### config.mk
export PLATFORM = sky130hd
export DESIGN_NAME = mtx_byte_loader
export DESIGN_NICKNAME = d
export VERILOG_FILES = /design/src/rtl/mtx_byte_loader.sv
export SDC_FILE = /design/constraint.sdc
export NUM_CORES = 1
export LEC_CHECK = 0
export BUFFER_PORTS_ARGS = -buffer_cell sky130_fd_sc_hd__buf_2
export CAP_MARGIN = 20
export CELL_PAD_IN_SITES_DETAIL_PLACEMENT = 0
export CELL_PAD_IN_SITES_GLOBAL_PLACEMENT = 2
export CORE_ASPECT_RATIO = 0.7
export CORE_MARGIN = 1
export CORE_UTILIZATION = 35
export CTS_BUF_LIST = sky130_fd_sc_hd__clkbuf_8
export DETAILED_ROUTE_END_ITERATION = 8
export GPL_ROUTABILITY_DRIVEN = 0
export PLACE_DENSITY_LB_ADDON = 0.1
export RECOVER_POWER = 100
export REMOVE_ABC_BUFFERS = 1
export SLEW_MARGIN = 30
export SYNTH_ARGS = -nofsm -noshare
export SYNTH_HDL_FRONTEND = slang
export SYNTH_SLANG_ARGS = --single-unit
export TNS_END_PERCENT = 10
### constraint.sdc
create_clock -name clk -period 4.05 [get_ports clk]
set_clock_uncertainty 0.1 [all_clocks]
set_input_delay 0.6075 -clock clk [delete_from_list [all_inputs] [get_ports clk]]
set_output_delay 0.6075 -clock clk [all_outputs]
set_load 0.05 [all_outputs]
### src/rtl/mtx_byte_loader.sv
module mtx_byte_loader #(
  parameter int ELEMS  = 4,
  parameter int WORD_W = 16,
  parameter int BYTE_W = 8
) (
  input  logic                    clk,
  input  logic                    rst_n,
  input  logic                    in_vld,
  input  logic [1:0]              in_mode,
  input  logic [BYTE_W-1:0]       in_byte,
  output logic [ELEMS*WORD_W-1:0] wgt_o,
  output logic [ELEMS*WORD_W-1:0] inp_o,
  output logic [ELEMS-1:0]        wgt_rdy,
  output logic [ELEMS-1:0]        inp_rdy,
  output logic                    mat_done
);
  localparam int BPW   = WORD_W / BYTE_W;
  localparam int SLOTS = ELEMS * BPW;
  localparam int IW    = (SLOTS > 1) ? $clog2(SLOTS) : 1;
  localparam logic [IW-1:0] LAST = IW'(SLOTS - 1);

  logic [IW-1:0] w_idx, d_idx;
  logic wr_w, wr_d, clr_w, clr_d;

  assign wr_w  = in_vld && (in_mode == 2'd0);
  assign wr_d  = in_vld && (in_mode == 2'd1);
  assign clr_w = in_vld && ((in_mode == 2'd3) || ((in_mode == 2'd2) &&  in_byte[0]));
  assign clr_d = in_vld && ((in_mode == 2'd3) || ((in_mode == 2'd2) && !in_byte[0]));

  function automatic logic [IW-1:0] bump(input logic [IW-1:0] i);
    return (i == LAST) ? '0 : i + 1'b1;
  endfunction

  always_ff @(posedge clk) begin
    if (!rst_n) begin
      w_idx    <= '0;
      d_idx    <= '0;
      wgt_o    <= '0;
      inp_o    <= '0;
      wgt_rdy  <= '0;
      inp_rdy  <= '0;
      mat_done <= 1'b0;
    end else begin
      wgt_rdy  <= '0;
      inp_rdy  <= '0;
      mat_done <= 1'b0;
      if (clr_w) begin
        w_idx <= '0;
      end else if (wr_w) begin
        wgt_o[int'(w_idx)*BYTE_W +: BYTE_W] <= in_byte;
        w_idx <= bump(w_idx);
        if (int'(w_idx) % BPW == BPW - 1) wgt_rdy[int'(w_idx) / BPW] <= 1'b1;
      end
      if (clr_d) begin
        d_idx <= '0;
      end else if (wr_d) begin
        inp_o[int'(d_idx)*BYTE_W +: BYTE_W] <= in_byte;
        d_idx <= bump(d_idx);
        if (int'(d_idx) % BPW == BPW - 1) inp_rdy[int'(d_idx) / BPW] <= 1'b1;
        mat_done <= (d_idx == LAST);
      end
    end
  end

  AST_IDLE_FROZEN: assert property (@(posedge clk) disable iff (!rst_n)
    !in_vld |=> $stable(wgt_o) && $stable(inp_o));
  AST_WGT_KEPT: assert property (@(posedge clk) disable iff (!rst_n)
    (in_vld && in_mode != 2'd0) |=> $stable(wgt_o));
  AST_RDY_ONEHOT: assert property (@(posedge clk) disable iff (!rst_n)
    $onehot0(wgt_rdy) && $onehot0(inp_rdy));
  AST_RDY_SINGLE: assert property (@(posedge clk) disable iff (!rst_n)
    (wgt_rdy != '0 || inp_rdy != '0) |=> (wgt_rdy & $past(wgt_rdy)) == '0 && (inp_rdy & $past(inp_rdy)) == '0);
  AST_DONE_LAST: assert property (@(posedge clk) disable iff (!rst_n)
    mat_done |-> inp_rdy[ELEMS-1]);
  AST_CMD_NO_WRITE: assert property (@(posedge clk) disable iff (!rst_n)
    (in_vld && in_mode[1]) |=> $stable(wgt_o) && $stable(inp_o));
endmodule

==> metrics.txt <==
post-synth top area cell=dfxtp_1; sequential area share after synthesis=0.472; Worst-Skew Late Latency=450 ps; total vias in the final route=5121; final hold violation count=0; gr usage total=0.202; post-CTS sizing=0; Cell Area, Synth=0.00606 mm²; TNS Setup=0 ps; Arrival @ worst endpoint=3540 ps; Multi-input gate area=0.00290 mm²; crit share post-route=0.835; Area growth syn-to-layout=17.8%; sequential cell area=0.00286 mm²; vias in the first global route=4975; Synth Area per Inst=9.24 µm²; Synth cell types=42; first-pass GRT wire length=27600 µm; I/O pin count=150; DRC Markers=0; Synth area leaders=dfxtp_1, mux2i_1, nand2_1, a21boi_0, clkbuf_1; die width=159 µm; initial antenna violation count=0; die height=112 µm; global route hottest layer=met1; worst rel slew slack=-0.139; Peak VDD IR=0.146 mV; CTS tree=built; Pwr Density=399 mW/mm²; Final Max Tran Viols=64; 1st-pass router iterations=4; Post-synth EDFFs=0; Core Rows=39; Max-Cap Viols=4; port bufs=149; Tot Pwr=2.85 mW; DR iter-0 viols=334; Avg WL per Cell=17.8 µm; core area=0.0166 mm²; top-area cell type share of the netlist area=0.472; failing checks=capacitance limit, slew limit; Max Fanout on Critical Path=17; largest net degree at the start of global routing=67; GR Util met3=0.0636; nets=800; root buf cell=clkbuf_8; synth warn=0; layout cells sized above 1=0.0802; dpl hpwl=11900 µm; Post-CTS Setup Inserts=0; Startpoint Class=flip-flop; die area=0.0179 mm²; number of synthesized register bits=143; fin util=0.429; Diodes inserted=0; grt ovf=0; # setup viols final=0; CTS Sinks=143; Crit Path Class=flip-flop to flip-flop; Final ANT Viol Nets=0; fin crit period=3380 ps; worst path required time=4210 ps; clock-pin slew on the worst setup and hold paths=80 ps; Hold WC Path Type=flip-flop to flip-flop; Critical Path End Type=flip-flop; Main synth FF type=dfxtp_1; Layout fillers=1759; static leakage=2.46 nW; met1 Use GR=0.288; routed vias/inst=5.07; H-tree depth=4; Post-synth ARST share=0; max frequency=0.296 GHz; total CTS buffers=17; unrepaired setup endpoints after global routing=false; status=finished, violations left; CTS Hold Bufs=0; Total Wirelength=18000 µm; Max clock buf depth=2; Syn Inst Count=656; starting density of the core=0.364; M2 GR Usage=0.286; actual slew at the worst max-slew pin=1690 ps
layout by cell type, fill, tap and decap left out, types with 8 or more instances in the layout:
cell type,count
clkbuf_1,140
mux2i_1,89
o21ai_0,34
nand3_1,30
a31o_2,8
ha_1,13
nand2_1,156
buf_2,10
inv_1,8
dfxtp_1,143
nor2_1,8
a31oi_1,8
nor3_1,10
a21boi_0,32
clkbuf_8,21
and3b_1,8
cell type report:
cell class,count,area share
clock buffers,21,0.0405
clock inverters,10,0.0222
inverters,7,0.00368
multi-input cells,449,0.407
flip-flops and latches,143,0.401
well taps,225,0.0394
repair buffers,156,0.0869
sequential cells by signal, summed over array words and instances, names as in the netlist:
| name | count |
|---|---|
| w_idx | 3 |
| wgt_rdy | 4 |
| wgt_o | 64 |
| inp_o | 64 |
| mat_done | 1 |
| d_idx | 3 |
| inp_rdy | 4 |
per-layer routing:
layer	wire length [µm]	up-vias
li1	-	2504
met1	9060	2467
met2	7580	139
met3	1210	11
met4	137	0
met5	0	-
critical path, stage by stage (launching register included):
cell,delay (ps)
dfxtp_1,670
inv_1,170
ha_1,250
ha_1,390
nor3_1,1360
mux2i_1,240
cells in the mapped netlist (3+ instances only):
cell       number
ha_1           13
clkbuf_1       49
o21ai_0        34
and4b_1         3
nand2_1       156
inv_1           7
a31oi_1         8
nor4bb_1        4
nand4bb_1       3
mux2i_1        89
nor2_1          8
a31o_2          8
a21boi_0       32
nor3_1          8
nand4_1         6
and3b_1         8
nand4b_1        4
buf_1           5
a21oi_1         5
o31ai_1         3
nand3_1        30
nor4_4          3
nor3_2          3
dfxtp_1       143
logic make-up (layout without fill, tap and decap cells):
| kind of cell | count (synthesis) | in the layout | share of synthesized area |
|---|---|---|---|
| AO/OA/AOI/OAI | 91 | 91 | 0.0966 |
| adder cells (fa/ha/maj) | 13 | 13 | 0.0268 |
| buffers and inverters | 64 | 194 | 0.0423 |
| flip-flops | 143 | 143 | 0.472 |
| multiplexers | 89 | 89 | 0.147 |
| AND/OR/NAND/NOR | 256 | 256 | 0.215 |
report_power, final:
group | internal [mW] | total [mW] | switching [mW]
combinational | 0.0333 | 0.144 | 0.111
sequential | 1.41 | 1.42 | 0.00511
clock | 0.733 | 1.29 | 0.556
metrics by stage:
| step | worst slack (ps) | cell area, µm² | hold WS [ps] | cells |
|---|---|---|---|---|
| after floorplan | 1180 | 5830 | 397 | 599 |
| after global placement | 1180 | 6920 | 340 | 980 |
| after detailed placement | 1030 | 6930 | 343 | 980 |
| after CTS | 996 | 7370 | 361 | 1011 |
| after global routing | 390 | 7140 | 377 | 1011 |
| final | 669 | 7140 | 360 | 1011 |
final timing paths:
| check | from | to | slack [ps] | cells after the start |
|---|---|---|---|---|
| worst min register to register | inp_o[12]$_SDFFE_PN0P_ | inp_o[12]$_SDFFE_PN0P_ | 360 | 2 |
| worst max register to register | d_idx[0]$_SDFFE_PP0N_ | inp_o[54]$_SDFFE_PN0P_ | 670 | 5 |
| worst min-delay path | inp_o[12]$_SDFFE_PN0P_ | inp_o[12]$_SDFFE_PN0P_ | 360 | 2 |
| worst max-delay path | d_idx[0]$_SDFFE_PP0N_ | inp_o[54]$_SDFFE_PN0P_ | 670 | 5 |
No activity file was read; power rests on OpenSTA's default activity.
